==> src/rtl/pgbuf_pkg.sv <==
`timescale 1ns/1ps
package pgbuf_pkg;

    localparam int BYTE_W   = 8;
    localparam int POLL_BIT = 7;

    typedef enum logic [1:0] {
        PH_IDLE = 2'd0,
        PH_LOAD = 2'd1,
        PH_PROG = 2'd2
    } phase_t;

    typedef struct packed {
        logic              valid;
        logic [BYTE_W-1:0] data;
    } byte_lane_t;

    // Status byte returned while programming: bit 7 flipped, rest intact.
    function automatic logic [BYTE_W-1:0] poll_status(input logic [BYTE_W-1:0] d);
        logic [BYTE_W-1:0] r;
        r = d;
        r[POLL_BIT] = ~d[POLL_BIT];
        return r;
    endfunction

endpackage

==> src/rtl/pgbuf_timer.sv <==
`timescale 1ns/1ps
module pgbuf_timer
    import pgbuf_pkg::*;
#(
    parameter int LOAD_CYCLES = 7500,
    parameter int PROG_CYCLES = 2500000
) (
    input  logic   clk,
    input  logic   rst,
    input  logic   wr_en,
    output phase_t phase,
    output logic   accept,
    output logic   open_pg,
    output logic   commit
);
    localparam int MAX_C = (LOAD_CYCLES > PROG_CYCLES) ? LOAD_CYCLES : PROG_CYCLES;
    localparam int CNT_W = $clog2(MAX_C + 1);
    localparam logic [CNT_W-1:0] LOAD_LAST = CNT_W'(LOAD_CYCLES - 1);
    localparam logic [CNT_W-1:0] PROG_LAST = CNT_W'(PROG_CYCLES - 1);

    phase_t           phase_q;
    logic [CNT_W-1:0] cnt_q;

    always_ff @(posedge clk) begin
        if (rst) begin
            phase_q <= PH_IDLE;
            cnt_q   <= '0;
        end else begin
            unique case (phase_q)
                PH_IDLE: begin
                    cnt_q <= '0;
                    if (wr_en) phase_q <= PH_LOAD;
                end
                PH_LOAD: begin
                    if (wr_en) begin
                        cnt_q <= '0;
                    end else if (cnt_q == LOAD_LAST) begin
                        phase_q <= PH_PROG;
                        cnt_q   <= '0;
                    end else begin
                        cnt_q <= cnt_q + 1'b1;
                    end
                end
                PH_PROG: begin
                    if (cnt_q == PROG_LAST) begin
                        phase_q <= PH_IDLE;
                        cnt_q   <= '0;
                    end else begin
                        cnt_q <= cnt_q + 1'b1;
                    end
                end
                default: begin
                    phase_q <= PH_IDLE;
                    cnt_q   <= '0;
                end
            endcase
        end
    end

    assign phase   = phase_q;
    assign accept  = wr_en && (phase_q != PH_PROG);
    assign open_pg = wr_en && (phase_q == PH_IDLE);
    assign commit  = (phase_q == PH_PROG) && (cnt_q == PROG_LAST);

    // a byte during loading keeps the page open and restarts the window
    assert_window_restart_R4: assert property (@(posedge clk) disable iff (rst)
        (phase_q == PH_LOAD && wr_en) |=> (phase_q == PH_LOAD && cnt_q == '0));

    // programming cannot be left or re-entered by a write; only commit ends it
    assert_prog_holds_R8: assert property (@(posedge clk) disable iff (rst)
        (phase_q == PH_PROG && !commit) |=> (phase_q == PH_PROG));

    // the commit cycle is the last programming cycle
    assert_commit_exit_R5: assert property (@(posedge clk) disable iff (rst)
        commit |=> (phase_q == PH_IDLE));

endmodule

==> src/rtl/pgbuf_store.sv <==
`timescale 1ns/1ps
module pgbuf_store
    import pgbuf_pkg::*;
#(
    parameter int ADDR_W = 17,
    parameter int OFFS_W = 7,
    localparam int LANES  = 1 << OFFS_W,
    localparam int PAGE_W = ADDR_W - OFFS_W
) (
    input  logic                    clk,
    input  logic                    rst,
    input  logic                    open_pg,
    input  logic                    accept,
    input  logic [ADDR_W-1:0]       wr_addr,
    input  logic [BYTE_W-1:0]       wr_data,
    output logic [PAGE_W-1:0]       page_q,
    output logic [LANES-1:0]        lane_mask,
    output logic [LANES*BYTE_W-1:0] lane_data,
    output logic [ADDR_W-1:0]       last_addr,
    output logic [BYTE_W-1:0]       last_data
);
    logic [OFFS_W-1:0] wr_off;
    logic [OFFS_W-1:0] last_off_q;
    logic [BYTE_W-1:0] last_data_q;

    assign wr_off = wr_addr[OFFS_W-1:0];

    for (genvar i = 0; i < LANES; i++) begin : g_lane
        byte_lane_t lane_q;
        logic       hit;

        assign hit = accept && (wr_off == OFFS_W'(i));

        always_ff @(posedge clk) begin
            if (rst) begin
                lane_q <= '0;
            end else if (hit) begin
                lane_q.valid <= 1'b1;
                lane_q.data  <= wr_data;
            end else if (open_pg) begin
                lane_q.valid <= 1'b0;
            end
        end

        assign lane_mask[i]                  = lane_q.valid;
        assign lane_data[i*BYTE_W +: BYTE_W] = lane_q.data;
    end

    always_ff @(posedge clk) begin
        if (rst) begin
            page_q      <= '0;
            last_off_q  <= '0;
            last_data_q <= '0;
        end else begin
            if (open_pg) page_q <= wr_addr[ADDR_W-1:OFFS_W];
            if (accept) begin
                last_off_q  <= wr_off;
                last_data_q <= wr_data;
            end
        end
    end

    assign last_addr = {page_q, last_off_q};
    assign last_data = last_data_q;

    // a newly opened page carries only the byte that opened it
    assert_fresh_page_R2: assert property (@(posedge clk) disable iff (rst)
        open_pg |=> ($countones(lane_mask) == 1));

    // bytes after the first never move the page tag
    assert_page_kept_R7: assert property (@(posedge clk) disable iff (rst)
        (accept && !open_pg) |=> $stable(page_q));

endmodule

==> src/rtl/pgbuf_poll.sv <==
`timescale 1ns/1ps
module pgbuf_poll
    import pgbuf_pkg::*;
#(
    parameter int ADDR_W = 17
) (
    input  logic              programming,
    input  logic [ADDR_W-1:0] rd_addr,
    input  logic [ADDR_W-1:0] last_addr,
    input  logic [BYTE_W-1:0] last_data,
    input  logic [BYTE_W-1:0] arr_rdata,
    output logic [BYTE_W-1:0] rd_data
);
    logic poll_hit;

    assign poll_hit = programming && (rd_addr == last_addr);

    always_comb begin
        rd_data = arr_rdata;
        if (poll_hit) rd_data = poll_status(last_data);
    end

endmodule

==> src/rtl/page_load_buffer.sv <==
`timescale 1ns/1ps
module page_load_buffer
    import pgbuf_pkg::*;
#(
    parameter int ADDR_W      = 17,
    parameter int OFFS_W      = 7,
    parameter int LOAD_CYCLES = 7500,
    parameter int PROG_CYCLES = 2500000,
    localparam int LANES  = 1 << OFFS_W,
    localparam int PAGE_W = ADDR_W - OFFS_W
) (
    input  logic                    clk,
    input  logic                    rst,
    input  logic                    wr_en,
    input  logic [ADDR_W-1:0]       wr_addr,
    input  logic [7:0]              wr_data,
    input  logic [ADDR_W-1:0]       rd_addr,
    input  logic [7:0]              arr_rdata,
    output logic [7:0]              rd_data,
    output logic                    busy,
    output logic                    programming,
    output logic                    commit_stb,
    output logic [PAGE_W-1:0]       commit_page,
    output logic [LANES-1:0]        commit_mask,
    output logic [LANES*8-1:0]      commit_data
);
    phase_t            phase;
    logic              accept;
    logic              open_pg;
    logic [ADDR_W-1:0] last_addr;
    logic [7:0]        last_data;

    pgbuf_timer #(
        .LOAD_CYCLES (LOAD_CYCLES),
        .PROG_CYCLES (PROG_CYCLES)
    ) timer_i (
        .clk     (clk),
        .rst     (rst),
        .wr_en   (wr_en),
        .phase   (phase),
        .accept  (accept),
        .open_pg (open_pg),
        .commit  (commit_stb)
    );

    pgbuf_store #(
        .ADDR_W (ADDR_W),
        .OFFS_W (OFFS_W)
    ) store_i (
        .clk       (clk),
        .rst       (rst),
        .open_pg   (open_pg),
        .accept    (accept),
        .wr_addr   (wr_addr),
        .wr_data   (wr_data),
        .page_q    (commit_page),
        .lane_mask (commit_mask),
        .lane_data (commit_data),
        .last_addr (last_addr),
        .last_data (last_data)
    );

    pgbuf_poll #(
        .ADDR_W (ADDR_W)
    ) poll_i (
        .programming (programming),
        .rd_addr     (rd_addr),
        .last_addr   (last_addr),
        .last_data   (last_data),
        .arr_rdata   (arr_rdata),
        .rd_data     (rd_data)
    );

    assign busy        = (phase != PH_IDLE);
    assign programming = (phase == PH_PROG);

    // a write while idle makes the block busy next cycle
    assert_busy_on_write_R2: assert property (@(posedge clk) disable iff (rst)
        (!busy && wr_en) |=> busy);

    // a busy block always holds at least one loaded lane
    assert_mask_nonempty_R6: assert property (@(posedge clk) disable iff (rst)
        busy |-> (commit_mask != '0));

    // the commit strobe ends the write cycle
    assert_commit_ends_R5: assert property (@(posedge clk) disable iff (rst)
        commit_stb |=> !busy);

    // outside programming the read path is transparent
    assert_passthru_R10: assert property (@(posedge clk) disable iff (rst)
        !programming |-> (rd_data == arr_rdata));

endmodule

==> config.mk <==
export PLATFORM = sky130hd
export DESIGN_NAME = page_load_buffer
export DESIGN_NICKNAME = d
export VERILOG_FILES = /design/src/rtl/pgbuf_pkg.sv /design/src/rtl/pgbuf_timer.sv /design/src/rtl/pgbuf_store.sv /design/src/rtl/pgbuf_poll.sv /design/src/rtl/page_load_buffer.sv
export SDC_FILE = /design/constraint.sdc
export NUM_CORES = 2
export LEC_CHECK = 0
export ABC_AREA = 1
export BUFFER_PORTS_ARGS = -buffer_cell sky130_fd_sc_hd__buf_2
export CAP_MARGIN = 25
export CORE_AREA = 3 3 473 475
export DETAILED_ROUTE_END_ITERATION = 8
export DIE_AREA = 0 0 476 478
export PLACE_DENSITY = 0.41
export SKIP_LAST_GASP = 1
export SYNTH_ARGS = -nofsm -noshare
export SYNTH_HDL_FRONTEND = slang
export SYNTH_HIERARCHICAL = 1
export SYNTH_SLANG_ARGS = --single-unit
==> constraint.sdc <==
create_clock -name clk -period 2.31 [get_ports clk]
set_input_delay 0.231 -clock clk [delete_from_list [all_inputs] [get_ports clk]]
set_output_delay 0.231 -clock clk [all_outputs]
set_load 0.005 [all_outputs]
==> flow_summary_export.csv <==
group,metric,value,unit
global_route,grt_max_degree,150,
logic_synthesis,synth_cells,6470,
cts,clock-sinks,1201,
routing,wl_per_cell,22.83,µm
logic_synthesis,ys_seq_elements,1201,
routing,drt_iter0_drc,3154,
timing,slew_violations,0,
logic_synthesis,synthTopCellsByCount,"nor2_1, nand2_1, dfxtp_1, clkbuf_1, o21ai_0",
floorplan,coreArea,219700,µm²
flow_run,cap_violations,0,
floorplan,die_w,476,µm
cts,root_buffer,"clkbuf_16",
worst_setup_path,end_kind,"primary output",
cells_and_area,final_nets,7782,
routing,drtAntennaViolNets,0,
floorplan,ios,1226,
logic_synthesis,synth_async_sr_flop_share,0,
timing,period_share,1.112,
timing,fin_hold_ws,0.09718,ns
global_route,grt_usage,0.2079,
routing,wl_met3,23060,µm
routing,firstDrtPassIters,6,
logic_synthesis,synth_nets,6528,
logic_synthesis,post_synth_num_cell_types,30,
floorplan,fp.dieH,478,µm
logic_synthesis,synth_flop_cell,"dfxtp_1",
timing,rsz0062_at_grt,"yes",
placed_design,dp_hpwl,175200,µm
timing,worst_pin_slew,0.8963,ns
global_route,grt_pass1_vias,43620,
floorplan,start_util,0.2085,
timing,period_minus_slack,2.569,ns
logic_synthesis,yosysMostFrequentCell,"nor2_1",
timing,fmax,389.2,MHz
logic_synthesis,syn_avg_cell_area,7.081,µm²
cts,cts_tree,"yes",
logic_synthesis,synth_edf_count,0,
worst_setup_path,required,2.08,ns
global_route,grt_pass1_wl,341100,µm
logic_synthesis,synth_area_leaders,"dfxtp_1, nor2_1, nand2_1",
run_status,status,"finished, violations left",
power_and_ir_drop,p_leak,0.02888,µW
worst_setup_path,critical_path.max_fanout,8,
timing,skew,0.01488,ns
cts,clock_path_buffers,3,
cts,htreeDepth,4,
timing,hold_viol,0,
routing,via_per_inst,4.319,
timing,setup_slack,-0.2592,ns
global_route,gr-total-overflow,0,
worst_setup_path,worstSetupPathType,"reg2out",
cts,insertion_delay,0.81,ns
min_path,hold_class,"in2reg",
cts,numCtsBuffers,148,
cts,cts.clk_slew.worst_paths,0.06,ns
timing,slew_headroom,0.4025,
power_and_ir_drop,power_density,785.0,nW/µm²
run_status,violations,"negative setup slack",
timing,setup_tns,-1.971,ns
placed_design,port-buffer-count,1225,
placed_design,finalWeightedCongestion,0.8703,
routing,met2_length,114300,µm
floorplan,rows,172,
logic_synthesis,netlist_area,45810,µm²
logic_synthesis,ys_seq_area_frac,0.5248,
routing,met1_length,101500,µm
logic_synthesis,synth_top_area_cell,"dfxtp_1",
power_and_ir_drop,irDropWorstVdd,0.0007232,V
worst_setup_path,cp.arrival,2.34,ns
worst_setup_path,worst_setup_path_start_kind,"flip-flop",
logic_synthesis,yosys.area.top_type_share,0.5248,
global_route,antenna_found_initial,7,
timing,finalSetupViolations,8,
routing,top_layer,"met5",
routing,routed_wl,246500,µm
routing,vias,46640,
routing,post-route-drc-count,0,
cells_and_area,drive_gt1_frac,0.2457,
cells_and_area,area_growth,37.31,%
logic_synthesis,yosysWarnings,6,
floorplan,dieArea,227500,µm²
-- cell families (layout without fill, tap and decap cells) --
logic type,count (synthesis),count (layout),share of synthesized area
other,0,3,0
multiplexers,1,1,0.0002185
flip-flops,1201,1201,0.5248
AO/OA/AOI/OAI,426,426,0.04665
AND/OR/NAND/NOR,4189,4191,0.3690
buffers and inverters,630,1994,0.05454
XOR/XNOR,18,18,0.003441
adder cells (fa/ha/maj),5,5,0.001366
-- flip-flops by register name (all words and copies together) (netlist names) --
signal and flops:
store_i/last_data 8, store_i/page_q 10, store_i/lane_mask 128, store_i/lane_data 1024, timer_i/cnt_q 22, store_i/last_off_q 7, timer_i/phase 2
-- worst max-delay path, stage by stage, from the launching register on --
cell and delay (ns):
dfxtp_4 0.39, buf_6 0.14, nand2_8 0.08, o21ai_2 0.06
nor2_2 0.13, nand2_4 0.11, nor2_8 0.17, nand3_4 0.15
nand2_1 0.10, nand2_1 0.06, buf_2 0.13
-- timing repair --
action	4_1_cts	5_1_grt
hold buffers	24	0
pin swaps	17	8
gates resized for setup	38	32
setup buffers	4	1
hold endpoints to repair	73	0
cloned	2	0
setup endpoints to repair	9	113
-- per-stage QoR --
stage | instances | instance area [µm²] | setup slack, ns | power, µW | util
global placement | 10500 | 57380 | 0.04852 | 25590 | 0.2611
finish | 10800 | 62900 | -0.2592 | 49380 | 0.2863
global route | 10800 | 62900 | -0.4150 | 51240 | 0.2863
CTS | 10790 | 62800 | -0.3432 | 50140 | 0.2858
detailed placement | 10500 | 57380 | -0.03650 | 25600 | 0.2611
floorplan | 6470 | 45810 | 0.3126 | 23560 | -
-- worst paths after layout --
kind                                            start                     end  slack (ns)  cells past startpoint
worst min-delay path                       wr_data[2]  store_i/lane_data[378]         0.1                      5
worst max-delay path                store_i/page_q[6]              rd_data[2]       -0.26                     10
worst min register to register  store_i/lane_mask[74]   store_i/lane_mask[74]        0.46                      2
worst max register to register       timer_i/phase[0]   store_i/lane_data[94]        0.12                     10
-- report_power, final --
group          total [µW]  internal, µW  leakage, µW  switching, µW
registers           21100         20900      0.00968            203
logic                4120          1120       0.0167           3010
clock network       24100         14300      0.00245           9850
total               49400         36300       0.0289          13100
-- layout make-up --
cell class | instances | area [µm²]
Timing Repair Buffer | 1538 | 9794
Tap cell | 2958 | 3701
Multi-Input combinational cell | 4641 | 19560
Clock buffer | 225 | 4415
Fill cell | 24120 | 156800
Clock inverter | 37 | 599.3
Sequential cell | 1201 | 24060
Inverter | 194 | 769.5
Antenna cell | 3 | 7.507
-- placed cells by master (no fill, tap or decap), types with 24 or more instances in the layout --
master / count
nor2_2: 70
buf_12: 97
dfxtp_1: 1192
nand3_1: 251
inv_2: 26
nor2_1: 2197
o21ai_0: 280
dlygate4sd3_1: 24
nand2_1: 1394
buf_4: 188
buf_2: 1221
a21oi_1: 142
inv_1: 156
clkbuf_1: 37
nand4_1: 206
clkbuf_16: 150
clkbuf_8: 38
-- metal layers --
layer  track usage  vias up
met4       0.06298        2
met1        0.2518    22050
met5             0        -
li1              -    22680
met2        0.3448     1628
met3       0.07165      276
Power figures use the tool's default switching activity.
